==> src/rtl/rxs_pkg.sv <==
`timescale 1ns/1ps
package rxs_pkg;

    localparam int START_SEL_W = 4;
    localparam int GATE_SEL_W  = 2;
    localparam int OUT_SEL_W   = 2;
    localparam int SRC_SEL_W   = 2;

    typedef enum logic [1:0] {
        ST_OFF   = 2'd0,
        ST_ARMED = 2'd1,
        ST_RECV  = 2'd2
    } rx_state_e;

    typedef enum logic [START_SEL_W-1:0] {
        SC_CONT    = 4'd0,
        SC_TXSTART = 4'd1,
        SC_FS_LOW  = 4'd2,
        SC_FS_HIGH = 4'd3,
        SC_FS_FALL = 4'd4,
        SC_FS_RISE = 4'd5,
        SC_FS_CHG  = 4'd6,
        SC_FS_EDGE = 4'd7,
        SC_CMP     = 4'd8
    } start_code_e;

    typedef enum logic [GATE_SEL_W-1:0] {
        GT_FREE    = 2'd0,
        GT_FS_LOW  = 2'd1,
        GT_FS_HIGH = 2'd2,
        GT_RSVD    = 2'd3
    } gate_code_e;

    typedef enum logic [OUT_SEL_W-1:0] {
        CO_INPUT = 2'd0,
        CO_CONT  = 2'd1,
        CO_XFER  = 2'd2,
        CO_RSVD  = 2'd3
    } clkout_code_e;

    typedef enum logic [SRC_SEL_W-1:0] {
        CS_DIV  = 2'd0,
        CS_TX   = 2'd1,
        CS_PIN  = 2'd2,
        CS_RSVD = 2'd3
    } src_code_e;

endpackage

==> src/rtl/rxs_fs_sync.sv <==
`timescale 1ns/1ps
module rxs_fs_sync #(
    parameter int STAGES = 2
) (
    input  logic clk,
    input  logic rst_n,
    input  logic fs_async,
    output logic fs_lvl,
    output logic fs_rise,
    output logic fs_fall
);
    localparam int LAST = STAGES - 1;

    logic [LAST:0] chain;
    logic          fs_prev;

    generate
        if (STAGES == 1) begin : g_single
            always_ff @(posedge clk or negedge rst_n) begin
                if (!rst_n) chain <= '0;
                else        chain <= fs_async;
            end
        end else begin : g_multi
            always_ff @(posedge clk or negedge rst_n) begin
                if (!rst_n) chain <= '0;
                else        chain <= {chain[LAST-1:0], fs_async};
            end
        end
    endgenerate

    // previous synchronized sample for edge detection
    always_ff @(posedge clk or negedge rst_n) begin
        if (!rst_n) fs_prev <= 1'b0;
        else        fs_prev <= chain[LAST];
    end

    assign fs_lvl  = chain[LAST];
    assign fs_rise =  chain[LAST] & ~fs_prev;
    assign fs_fall = ~chain[LAST] &  fs_prev;

endmodule

==> src/rtl/rxs_clk_cond.sv <==
`timescale 1ns/1ps
module rxs_clk_cond
    import rxs_pkg::*;
(
    input  logic                  clk,
    input  logic                  rst_n,
    input  logic                  div_clk,
    input  logic                  tx_clk,
    input  logic                  pin_clk,
    input  logic [SRC_SEL_W-1:0]  src_sel,
    input  logic [GATE_SEL_W-1:0] gate_sel,
    input  logic                  invert_edge,
    input  logic [OUT_SEL_W-1:0]  clkout_sel,
    input  logic                  fs_lvl,
    input  logic                  rx_enable,
    input  logic                  busy,
    output logic                  rx_clk_en,
    output logic                  sample_tick,
    output logic                  fs_drive_tick,
    output logic                  sample_on_rise,
    output logic                  clk_out,
    output logic                  clk_oe
);
    logic sel_clk;
    logic rclk_q;
    logic rclk_p;
    logic rclk_rise;
    logic rclk_fall;
    logic gate_ok;

    // source multiplexer
    always_comb begin
        unique case (src_sel)
            CS_DIV:  sel_clk = div_clk;
            CS_TX:   sel_clk = tx_clk;
            CS_PIN:  sel_clk = pin_clk;
            default: sel_clk = 1'b0;
        endcase
    end

    always_ff @(posedge clk or negedge rst_n) begin
        if (!rst_n) begin
            rclk_q <= 1'b0;
            rclk_p <= 1'b0;
        end else begin
            rclk_q <= sel_clk;
            rclk_p <= rclk_q;
        end
    end

    assign rclk_rise =  rclk_q & ~rclk_p;
    assign rclk_fall = ~rclk_q &  rclk_p;

    // frame-sync based gating
    always_comb begin
        unique case (gate_sel)
            GT_FREE:    gate_ok = 1'b1;
            GT_FS_LOW:  gate_ok = ~fs_lvl;
            GT_FS_HIGH: gate_ok = fs_lvl;
            default:    gate_ok = 1'b0;
        endcase
    end

    // output enable for the clock pin
    always_comb begin
        unique case (clkout_sel)
            CO_CONT: clk_oe = rx_enable;
            CO_XFER: clk_oe = busy;
            default: clk_oe = 1'b0;
        endcase
    end

    assign rx_clk_en      = gate_ok;
    assign sample_tick    = gate_ok & (invert_edge ? rclk_rise : rclk_fall);
    assign fs_drive_tick  = gate_ok & (invert_edge ? rclk_fall : rclk_rise);
    assign sample_on_rise = invert_edge;
    assign clk_out        = rclk_q;

    // sampling and frame-sync update never share a cycle
    a_r9_ticks_exclusive: assert property (@(posedge clk) disable iff (!rst_n)
        !(sample_tick && fs_drive_tick));

    // reserved gating code blocks every tick
    a_r8_reserved_gate_quiet: assert property (@(posedge clk) disable iff (!rst_n)
        (gate_sel == GT_RSVD) |-> (!sample_tick && !fs_drive_tick && !rx_clk_en));

    // driven clock is the selected source one cycle late, never inverted
    a_r10_clkout_follows: assert property (@(posedge clk) disable iff (!rst_n)
        $past(rst_n) |-> (clk_out == $past(sel_clk)));

endmodule

==> src/rtl/rxs_start_fsm.sv <==
`timescale 1ns/1ps
module rxs_start_fsm
    import rxs_pkg::*;
(
    input  logic                   clk,
    input  logic                   rst_n,
    input  logic                   rx_enable,
    input  logic [START_SEL_W-1:0] start_sel,
    input  logic                   fs_lvl,
    input  logic                   fs_rise,
    input  logic                   fs_fall,
    input  logic                   tx_start,
    input  logic                   cmp_match,
    input  logic                   word_done,
    output logic                   rx_start,
    output logic                   busy
);
    rx_state_e state_q;
    rx_state_e state_d;
    logic      trig;
    logic      fire;
    logic      start_q;

    // start condition selector
    always_comb begin
        unique case (start_sel)
            SC_CONT:    trig = 1'b1;
            SC_TXSTART: trig = tx_start;
            SC_FS_LOW:  trig = ~fs_lvl;
            SC_FS_HIGH: trig = fs_lvl;
            SC_FS_FALL: trig = fs_fall;
            SC_FS_RISE: trig = fs_rise;
            SC_FS_CHG:  trig = fs_rise | fs_fall;
            SC_FS_EDGE: trig = fs_rise | fs_fall;
            SC_CMP:     trig = cmp_match;
            default:    trig = 1'b0;
        endcase
    end

    // TRIGGER from ARMED, or RESTART when a word ends with the condition present
    assign fire = rx_enable && trig &&
                  ((state_q == ST_ARMED) || (state_q == ST_RECV && word_done));

    always_comb begin
        state_d = state_q;
        if (!rx_enable) begin
            state_d = ST_OFF;                       // DISABLE
        end else begin
            unique case (state_q)
                ST_OFF:   state_d = ST_ARMED;       // ENABLE
                ST_ARMED: if (fire) state_d = ST_RECV;   // TRIGGER
                ST_RECV:  if (word_done && !fire) state_d = ST_ARMED; // REARM
                default:  state_d = ST_OFF;
            endcase
        end
    end

    // state register
    always_ff @(posedge clk or negedge rst_n) begin
        if (!rst_n) state_q <= ST_OFF;
        else        state_q <= state_d;
    end

    // output register
    always_ff @(posedge clk or negedge rst_n) begin
        if (!rst_n) start_q <= 1'b0;
        else        start_q <= fire;
    end

    assign rx_start = start_q;
    assign busy     = (state_q == ST_RECV);

    // a strobe always coincides with a word in progress
    a_r6_start_in_recv: assert property (@(posedge clk) disable iff (!rst_n)
        rx_start |-> busy);

    // no new strobe while a word runs without word_done
    a_r6_no_start_mid_word: assert property (@(posedge clk) disable iff (!rst_n)
        ($past(busy) && !$past(word_done)) |-> !rx_start);

    // strobe requires the receiver to have been enabled
    a_r6_start_needs_enable: assert property (@(posedge clk) disable iff (!rst_n)
        rx_start |-> $past(rx_enable));

    // reserved start codes never start a word
    a_r5_reserved_code_idle: assert property (@(posedge clk) disable iff (!rst_n)
        ($past(start_sel) > 4'd8) |-> !rx_start);

endmodule

==> src/rtl/rx_start_ctrl.sv <==
`timescale 1ns/1ps
module rx_start_ctrl
    import rxs_pkg::*;
#(
    parameter int FS_SYNC_STAGES = 2
) (
    input  logic                   clk,
    input  logic                   rst_n,
    input  logic                   rx_enable,
    input  logic                   div_clk,
    input  logic                   tx_clk,
    input  logic                   pin_clk,
    input  logic                   fs_in,
    input  logic                   tx_start,
    input  logic                   cmp_match,
    input  logic                   word_done,
    input  logic [START_SEL_W-1:0] start_sel,
    input  logic [GATE_SEL_W-1:0]  gate_sel,
    input  logic                   invert_edge,
    input  logic [OUT_SEL_W-1:0]   clkout_sel,
    input  logic [SRC_SEL_W-1:0]   src_sel,
    output logic                   rx_start,
    output logic                   rx_busy,
    output logic                   rx_clk_en,
    output logic                   sample_tick,
    output logic                   fs_drive_tick,
    output logic                   sample_on_rise,
    output logic                   clk_out,
    output logic                   clk_oe
);
    logic fs_lvl;
    logic fs_rise;
    logic fs_fall;
    logic busy;

    rxs_fs_sync #(
        .STAGES   (FS_SYNC_STAGES)
    ) i_fs_sync (
        .clk      (clk),
        .rst_n    (rst_n),
        .fs_async (fs_in),
        .fs_lvl   (fs_lvl),
        .fs_rise  (fs_rise),
        .fs_fall  (fs_fall)
    );

    rxs_start_fsm i_start_fsm (
        .clk       (clk),
        .rst_n     (rst_n),
        .rx_enable (rx_enable),
        .start_sel (start_sel),
        .fs_lvl    (fs_lvl),
        .fs_rise   (fs_rise),
        .fs_fall   (fs_fall),
        .tx_start  (tx_start),
        .cmp_match (cmp_match),
        .word_done (word_done),
        .rx_start  (rx_start),
        .busy      (busy)
    );

    rxs_clk_cond i_clk_cond (
        .clk            (clk),
        .rst_n          (rst_n),
        .div_clk        (div_clk),
        .tx_clk         (tx_clk),
        .pin_clk        (pin_clk),
        .src_sel        (src_sel),
        .gate_sel       (gate_sel),
        .invert_edge    (invert_edge),
        .clkout_sel     (clkout_sel),
        .fs_lvl         (fs_lvl),
        .rx_enable      (rx_enable),
        .busy           (busy),
        .rx_clk_en      (rx_clk_en),
        .sample_tick    (sample_tick),
        .fs_drive_tick  (fs_drive_tick),
        .sample_on_rise (sample_on_rise),
        .clk_out        (clk_out),
        .clk_oe         (clk_oe)
    );

    assign rx_busy = busy;

    // transfer-only output mode drives the pin only during a word
    a_r11_xfer_oe: assert property (@(posedge clk) disable iff (!rst_n)
        (clkout_sel == CO_XFER && !rx_busy) |-> !clk_oe);

endmodule

==> config.mk <==
export PLATFORM = sky130hd
export DESIGN_NAME = rx_start_ctrl
export DESIGN_NICKNAME = d
export VERILOG_FILES = /design/src/rtl/rxs_pkg.sv /design/src/rtl/rxs_fs_sync.sv /design/src/rtl/rxs_clk_cond.sv /design/src/rtl/rxs_start_fsm.sv /design/src/rtl/rx_start_ctrl.sv
export SDC_FILE = /design/constraint.sdc
export NUM_CORES = 1
export LEC_CHECK = 0
export BUFFER_PORTS_ARGS = -buffer_cell sky130_fd_sc_hd__buf_2
export CAP_MARGIN = 20
export CORE_AREA = 5 5 42 44
export DETAILED_ROUTE_END_ITERATION = 10
export DIE_AREA = 0 0 47 49
export PLACE_DENSITY = 0.71
export SLEW_MARGIN = 20
export SYNTH_ARGS = -nofsm -noshare
export SYNTH_HDL_FRONTEND = slang
export SYNTH_SLANG_ARGS = --single-unit
==> constraint.sdc <==
create_clock -name clk -period 4.1 [get_ports clk]
set_input_delay 0.82 -clock clk [delete_from_list [all_inputs] [get_ports clk]]
set_output_delay 0.82 -clock clk [all_outputs]
set_load 0.03 [all_outputs]
==> results of run 1 <==
-- how the worst max path moves through the flow --
stage	startpoint	endpoint	slack, ns
6_report	invert_edge	sample_tick	1.52
3_3_place_gp	invert_edge	sample_tick	1.57
5_1_grt	invert_edge	sample_tick	1.47
3_5_place_dp	invert_edge	sample_tick	1.51
2_1_floorplan	invert_edge	sample_tick	1.51
4_1_cts	invert_edge	sample_tick	1.51
-- power groups by stage --
stage	logic (W)	clock network (W)	registers, W
after global placement	0.0000446	0	0.0000888
after floorplan	0.0000246	0	0.0000905
final	0.0000459	0.0000584	0.0000878
after global routing	0.0000515	0.0000661	0.0000887
after CTS	0.0000466	0.0000610	0.0000879
after detailed placement	0.0000463	0	0.0000892
-- cells in the final DEF, fill, tap and decap left out, types with 2 or more instances in the layout --
cell and instances:
nor2_1 4, a21oi_1 3, nand3b_1 2, nand2_1 3, buf_2 28, ha_1 4
inv_1 10, clkbuf_4 3, mux2i_1 2, dfrtp_1 8
-- through the flow --
step	hold WS, ns	total power (W)	std cells
3_5_place_dp	0.3416	0.0001355	96
6_report	0.3546	0.0001920	99
4_1_cts	0.3562	0.0001954	99
5_1_grt	0.3497	0.0002064	99
2_1_floorplan	0.3312	0.0001151	53
3_3_place_gp	0.3323	0.0001333	96
-- layer usage --
layer,vias to the layer above,share of wire (%)
met2,17,54
met4,0,0
met5,-,0
met1,231,36
met3,0,9.6
li1,242,-
-- cell families after synthesis --
kind of cell	synth area share [%]
buf+inv	8.847
flops	39.31
mux	6.143
compound gates	16.46
fa+ha+maj	9.828
simple gates	19.41
-- area by class of cell --
type	instances	area, µm²
Multi-Input combinational cell	34	264.0
Clock buffer	3	22.52
Inverter	10	37.54
Tap cell	16	20.02
Timing Repair Buffer	28	140.1
Sequential cell	8	200.2
Fill cell	158	716.9
-- cell usage after synthesis --
cell type	instances
nor3b_1	1
a21oi_1	3
or3b_2	1
mux2i_1	2
inv_1	10
o21ai_0	1
nand3_1	1
or3b_1	1
nor2b_1	1
nand2_1	3
nand2b_2	1
a22oi_1	1
mux2_2	1
dfrtp_1	8
ha_1	4
nand2b_1	1
nand3b_1	2
o311a_2	1
o221ai_2	1
a2111oi_2	1
o22ai_1	1
a221oi_1	1
and3_1	1
nor2_1	4
buf_4	1
-- worst max-delay path, delay by kind of cell --
| family | cells | cell delay, ns |
|---|---|---|
| simple gates | 1 | 0.44 |
| buf+inv | 2 | 0.34 |
| compound gates | 1 | 0.16 |
-- flip-flops by register name, indices dropped and copies added, names as in the netlist --
signal	flops
i_start_fsm.state_q	2
i_clk_cond.clk_out	1
i_clk_cond.rclk_p	1
i_fs_sync.fs_prev	1
i_fs_sync.chain	2
i_start_fsm.rx_start	1
==> flow_summary.yaml, run 1 <==
outcome:
  status: "finished clean"
synthesis:
  syn-mean-instance-area_um2: 9.608
  synth_area_um2: 509.2
  synth-warning-count: 0
  synthCells: 53
  synth_cell_types: 25
  synth_top_area_cell: "dfrtp_1"
  synthTopCellsByArea: "dfrtp_1 39%, ha_1 9.8%, inv_1 7.4%, mux2i_1 3.9%, a21oi_1 2.9%"
  synth_fp_nets: 78
  synth_top_cell_area_share_pct: 39.31
  synth-seq-cells: 8
  yosysSeqAreaShare_pct: 39.31
final_layout:
  fin_nets: 110
  areaGrowthSynthToFinish_pct: 34.40
  final_util_pct: 48.84
  drive_gt1_share_pct: 44.58
  stdcell_area_um2: 684.4
  num_antenna_cells: 0
power_and_ir_drop:
  p_leak_nw: 0.3912
  power.internal_w: 0.0001371
  combPwrFrac_pct: 23.9
  ir_drop_mv: 0.1568
  power_density_nw_per_um2: 280.6
  power_frac_seq_pct: 45.7
  switching_share_pct: 28.62
  clkPwrFrac_pct: 30.4
  switching_power_w: 0.00005496
timing:
  maxSlewViolCount: 0
  worst_slack_ns: 1.515
  skew_ns: 0.005604
  fin_crit_ns: 2.585
  hold_viol: 0
  tightest_slew_ns: 0.3192
  maxSlewHeadroom_pct: 78.68
  fin_tns_setup_ns: 0
  period_share_pct: 63.05
  setup_violations: 0
  rsz0062_at_grt: "no"
  fmax_ghz: 0.3869
worst_setup_path:
  worstSetupEndpointType: "output port"
  path_class: "primary input to output port"
  required_ns: 3.28
  critPathLaunchType: "primary input"
  path_cells: "buf_2, or3b_2, a21oi_1, buf_2"
  reg2reg_depth: 6
  critPathMaxStageDelay_ns: 0.44
  crit_path_top_delay_cell: "or3b_2"
  r2r_end: "i_start_fsm.state_q[0]"
  r2r_setup_slack_ns: 2.49
  cp_max_fo: 5
  crit-reg2reg-launch: "i_fs_sync.chain[1]"
  crit_arrival_ns: 1.76
  crit_top_cell: "buf_2"
global_routing:
  grt_usage_pct: 11.65
  grt-ovfl-total: 0
  grtUsageMet3_pct: 3.690
  antenna_found_initial: 0
  grt.busiest_layer: "met2"
  grt_pass1_vias: 519
  grt_pass1_wl_um: 2007
  grt.met2_usage_pct: 18.78
  grt_use_met1_pct: 13.32
  grt_max_degree: 9
place:
  pre_cts_ws_ns: 1.509
  dpl.hpwl_um: 957.4
  place.gp.congestion: 0.6186
  port_buffers: 28
  dpl_cell_area_um2: 661.9
cts:
  insertion_delay_ns: 0.25
  cts_inserted_buffers: 3
  cts_tree: "yes"
  postCtsSetupBuffers: 0
  holdBufCountCts: 0
  clock-sinks: 8
  cts_resized: 0
  cts_htree_levels: 1
  clock-root-buffer: "clkbuf_4"
  cts_max_path_buffers: 2
  path_clk_slew_ns: 0.05
min_path:
  hp-class: "register to register"
  min_from: "i_fs_sync.chain[0]"
  hold_depth: 0
  min_to: "i_fs_sync.chain[1]"
routing:
  post-route-drc-count: 0
  drt-total-wl_um: 1130
  first_iter_violations: 2
  ant_nets: 0
  vias: 490
  vias_per_cell: 4.949
  drtPass1Iterations: 4
  wire_per_inst_um: 11.41
floorplan:
  die_h_um: 49
  start_util_pct: 36.34
  dieArea_um2: 2303
  ios: 29
  core_area_um2: 1401
  die_width_um: 47
  num_rows: 14
run:
  maxCapViolations: 0
Power figures use the tool's default switching activity.
==> inputs of run 2 (changes only) <==
CORE_AREA = 5 5 44 46   (was 5 5 42 44)
DIE_AREA = 0 0 49 51   (was 0 0 47 49)
PLACE_DENSITY = 0.68   (was 0.71)
clock period = 2.2 ns   (was 4.1 ns; I/O delays follow)
==> run 2 against run 1 <==
The run now ends with hold timing left; wire length fell by 4.3%; sequential share of layout area did not move; clock power up 99%; utilization decreased by 2.3 points; die area increased by 8.5%; worst hold slack got worse by 0.35 ns; combinational power increased by 84%; power up 89%; clock-buffer cell count stayed put; critical path type is now register to output port.
==> flow_summary.yaml, run 2 (same netlist as run 1, synthesis figures left out) <==
cts:
  holdBufCountCts: 0
  path_clk_slew_ns: 0.05
  clock-sinks: 8
  cts_inserted_buffers: 3
  cts_htree_levels: 1
  clock-root-buffer: "clkbuf_4"
  cts_max_path_buffers: 2
  postCtsSetupBuffers: 0
  cts_tree: "yes"
  insertion_delay_ns: 0.26
  cts_resized: 0
power_and_ir_drop:
  power.internal_w: 0.0002557
  switching_share_pct: 29.60
  ir_drop_mv: 0.2157
  power_frac_seq_pct: 45.0
  combPwrFrac_pct: 23.2
  p_leak_nw: 0.3912
  power_density_nw_per_um2: 530.6
  total_power_w: 0.0003632
  switching_power_w: 0.0001075
  clkPwrFrac_pct: 31.8
timing:
  holdWs_ns: -0.00003664
  fmax_ghz: 0.5156
  fin_crit_ns: 1.939
  setup_violations: 0
  rsz0062_at_grt: "no"
  fin_tns_setup_ns: 0
  period_share_pct: 88.15
  maxSlewHeadroom_pct: 77.62
  worst_slack_ns: 0.2607
  skew_ns: 0.004414
  hold_viol: 2
  tightest_slew_ns: 0.3351
  maxSlewViolCount: 0
global_routing:
  grt_pass1_vias: 422
  grt_pass1_wl_um: 1711
  antenna_found_initial: 0
  grt_usage_pct: 8.896
  grt-ovfl-total: 0
  grt_max_degree: 9
routing:
  ant_nets: 0
  wire_per_inst_um: 10.92
  drt-total-wl_um: 1081
  post-route-drc-count: 0
  first_iter_violations: 6
  vias: 492
  drtPass1Iterations: 4
  vias_per_cell: 4.970
final_layout:
  drive_gt1_share_pct: 44.58
  fin_nets: 110
  num_antenna_cells: 0
  area.sequential_um2: 200.2
  fillCellCount: 161
  final_util_pct: 46.51
  layout_common_cells: "28 x buf_2, 10 x inv_1, 8 x dfrtp_1"
  areaGrowthSynthToFinish_pct: 34.40
  reg_top3: "i_fs_sync.chain (2), i_start_fsm.state_q (2)"
  final_common_cell: "buf_2"
  fin_cells: 99
  multiInputGateArea_um2: 264.0
outcome:
  violations: "hold timing"
  status: "complete, but fails checks"
floorplan:
  ios: 29
  num_rows: 14
  die_width_um: 49
  die_h_um: 51
  dieArea_um2: 2499
  core_area_um2: 1471
  start_util_pct: 34.61
place:
  dpl.hpwl_um: 906.5
  place_inst: 96
  port_buffers: 28
  pre_cts_ws_ns: 0.4228
  place.gp.congestion: 0.6782
worst_setup_path:
  required_ns: 1.76
  critPathLaunchType: "register"
  crit_arrival_ns: 1.50
  reg2reg_depth: 6
  path_class: "register to output port"
  worstSetupEndpointType: "output port"
  cp_max_fo: 6
min_path:
  hp-class: "primary input to asynchronous set/reset pin"
run:
  maxCapViolations: 0
==> run 2: cell counts in the layout (fill, tap and decap cells not counted) <==
No cell type changed its count.
==> run 2: cell type report <==
cell class / instances / area share, %
multi-input combinational: 34 / 38.57
sequential: 8 / 29.25
clock buffer: 3 / 3.291
tap: 16 / 2.925
inverter: 10 / 5.484
timing repair buffer: 28 / 20.48
==> run 2: path summary, 6_finish.rpt <==
check	endpoint	start	slack (ns)
worst min-delay path	i_fs_sync.fs_prev	rst_n	-0.00004
max in group asynchronous	i_clk_cond.rclk_p	rst_n	2.04
min in group clk	i_fs_sync.chain[0]	fs_in	0.28
worst max register to register	i_start_fsm.state_q[0]	i_fs_sync.chain[1]	0.61
worst min register to register	i_fs_sync.chain[1]	i_fs_sync.chain[0]	0.34
worst max-delay path	sample_tick	i_clk_cond.clk_out	0.26
==> run 2: per-stage QoR <==
step | cell area, µm² | hold WS [ns]
6_report | 684.4 | -0.00003664
5_1_grt | 684.4 | 0.01613
4_1_cts | 684.4 | 0.005378
3_5_place_dp | 661.9 | 0.2839
3_3_place_gp | 661.9 | 0.2850
2_1_floorplan | 509.2 | 0.1444
==> run 2: worst max-delay path, stage by stage (launching register included) <==
cell	delay, ns
dfrtp_1	0.42
or3b_2	0.48
a21oi_1	0.14
buf_2	0.20
==> run 2: power by group through the flow <==
stage          registers (W)  clock network (W)   logic, W
5_1_grt             0.000165           0.000124  0.0000936
6_report            0.000163           0.000116  0.0000843
4_1_cts             0.000163           0.000117  0.0000855
3_5_place_dp        0.000166                  0  0.0000854
2_1_floorplan       0.000169                  0  0.0000459
3_3_place_gp        0.000166                  0  0.0000835
==> run 2: routing by layer <==
layer / vias to the layer above / routed length [µm] / part of all wire [%] / GRT usage (%)
li1: 244 / - / - / -
met2: 14 / 558 / 52 / 14.13
met3: 3 / 85 / 7.9 / 3.198
met1: 231 / 408 / 38 / 8.649
met5: - / 0 / 0 / 0
met4: 0 / 29 / 2.7 / 9.417
==> inputs of run 3 (changes only) <==
==> constraint.sdc (replaced) <==
create_clock -name clk -period 2.2 [get_ports clk]
set_input_delay 0.44 -clock clk [delete_from_list [all_inputs] [get_ports clk]]
set_output_delay 0.44 -clock clk [all_outputs]
set_load 0.005 [all_outputs]
==> run 3 against run 2 <==
The run now ends clean; global-route usage increased by 0.49 points; register-to-register slack hardly changed; worst hold slack improved by 0.014 ns; sequential power barely moved; flip-flop and latch count is the same; utilization unchanged; power is 5.9% lower; wire length about the same; via count fell by 2.8%; critical endpoint unchanged; first-iteration DRC count down 50%.
==> flow_summary.yaml, run 3 (same netlist as run 1, synthesis figures left out) <==
outcome:
  status: "finished clean"
place:
  dpl.hpwl_um: 928.9
  place.gp.congestion: 0.6695
  dpl_cell_area_um2: 661.9
  port_buffers: 28
worst_setup_path:
  critPathLaunchType: "register"
  reg2reg_depth: 6
  crit_arrival_ns: 1.40
  critPathMaxStageDelay_ns: 0.47
  path_class: "register to output port"
  path_buf_inv: 1
  required_ns: 1.76
  r2r_setup_slack_ns: 0.61
  crit_family: "simple AND/OR/NAND/NOR gates"
  worstSetupEndpointType: "output port"
  cp_max_fo: 6
  r2r_end: "i_start_fsm.state_q[0]"
  crit-reg2reg-launch: "i_fs_sync.chain[1]"
  path_cells: "or3b_2, a21oi_1, buf_2"
  crit_path_top_delay_cell: "or3b_2"
timing:
  maxSlewHeadroom_pct: 77.22
  hold_viol: 0
  fin_tns_setup_ns: 0
  setup_violations: 0
  skew_ns: 0.004205
  maxSlewViolCount: 0
  tightest_slew_ns: 0.3411
  period_share_pct: 83.72
  rsz0062_at_grt: "no"
  holdWs_ns: 0.01419
  fmax_ghz: 0.5430
  fin_crit_ns: 1.842
routing:
  drtPass1Iterations: 4
  drt-total-wl_um: 1082
  vias: 478
  wire_per_inst_um: 10.93
  first_iter_violations: 3
  ant_nets: 0
  post-route-drc-count: 0
  vias_per_cell: 4.828
final_layout:
  fillCellCount: 163
  reg_top3: "i_fs_sync.chain (2), i_start_fsm.state_q (2)"
  final_common_cell: "buf_2"
  fin_nets: 110
  num_antenna_cells: 0
  stdcell_area_um2: 684.4
  drive_gt1_share_pct: 44.58
  areaGrowthSynthToFinish_pct: 34.40
  layout_common_cells: "28 x buf_2, 10 x inv_1, 8 x dfrtp_1"
global_routing:
  grt.met2_usage_pct: 16.09
  grt.busiest_layer: "met2"
  grt_pass1_vias: 461
  grt_max_degree: 9
  grt-ovfl-total: 0
  grt_use_met1_pct: 9.189
  antenna_found_initial: 0
  grt_usage_pct: 9.387
  grtUsageMet3_pct: 2.907
  grt_pass1_wl_um: 1835
cts:
  clock-root-buffer: "clkbuf_4"
  insertion_delay_ns: 0.25
  path_clk_slew_ns: 0.05
  cts_resized: 0
  cts_tree: "yes"
  cts_max_path_buffers: 2
  clock-sinks: 8
  holdBufCountCts: 0
  cts_inserted_buffers: 3
  cts_htree_levels: 1
  postCtsSetupBuffers: 0
power_and_ir_drop:
  power_frac_seq_pct: 47.8
  switching_power_w: 0.00008658
  total_power_w: 0.0003417
  power_density_nw_per_um2: 499.2
  switching_share_pct: 25.34
  ir_drop_mv: 0.1954
  power.internal_w: 0.0002551
  p_leak_nw: 0.3912
  combPwrFrac_pct: 20.1
  clkPwrFrac_pct: 32.1
floorplan:
  ios: 29
  die_width_um: 49
  core_area_um2: 1471
  num_rows: 14
  start_util_pct: 34.61
  dieArea_um2: 2499
  die_h_um: 51
min_path:
  hp-class: "primary input to asynchronous set/reset pin"
run:
  maxCapViolations: 0
==> run 3: cell counts in the layout (fill, tap and decap cells not counted) <==
Identical to the previous run, type by type.
==> run 3: worst reg2reg max path, stage by stage (launching register included) <==
cell	delay, ns
dfrtp_1	0.42
inv_1	0.09
ha_1	0.19
or3b_1	0.35
o311a_2	0.14
o221ai_2	0.17
and3_1	0.18
==> run 3: layer usage <==
metal,vias to the layer above,wire (µm)
li1,243,-
met1,224,405
met2,11,606
met3,0,70
met4,0,0
met5,-,0
==> run 3: through the flow <==
| stage | worst slack, ns | util, % | cells |
|---|---|---|---|
| 2_1_floorplan | 0.7194 | - | 53 |
| 3_3_place_gp | 0.5145 | 44.98 | 96 |
| 3_5_place_dp | 0.5060 | 44.98 | 96 |
| 4_1_cts | 0.3453 | 46.51 | 99 |
| 5_1_grt | 0.3042 | 46.51 | 99 |
| 6_report | 0.3582 | 46.51 | 99 |
==> run 3: layout make-up <==
class	count	area (µm²)	share of cell area, %
flip-flops and latches	8	200.2	29.25
multi-input cells	34	264.0	38.57
inverters	10	37.54	5.484
repair buffers	28	140.1	20.48
well taps	16	20.02	2.925
clock buffers	3	22.52	3.291
==> run 3: worst max-delay path by stage <==
stage / from / to / slack, ns / depth (start not counted)
after floorplan: i_clk_cond.clk_out / sample_tick / 0.72 / 2
after global placement: invert_edge / sample_tick / 0.51 / 4
after detailed placement: invert_edge / sample_tick / 0.51 / 4
after CTS: i_clk_cond.clk_out / sample_tick / 0.35 / 3
after global routing: i_clk_cond.clk_out / sample_tick / 0.30 / 3
final: i_clk_cond.clk_out / sample_tick / 0.36 / 3
==> run 3: power groups by stage <==
stage / Sequential, W / Combinational (W) / Clock (W)
after floorplan: 0.000165 / 0.0000344 / 0
after global placement: 0.000166 / 0.0000676 / 0
after detailed placement: 0.000166 / 0.0000702 / 0
after CTS: 0.000163 / 0.0000704 / 0.000116
after global routing: 0.000165 / 0.0000792 / 0.000121
final: 0.000163 / 0.0000688 / 0.000110
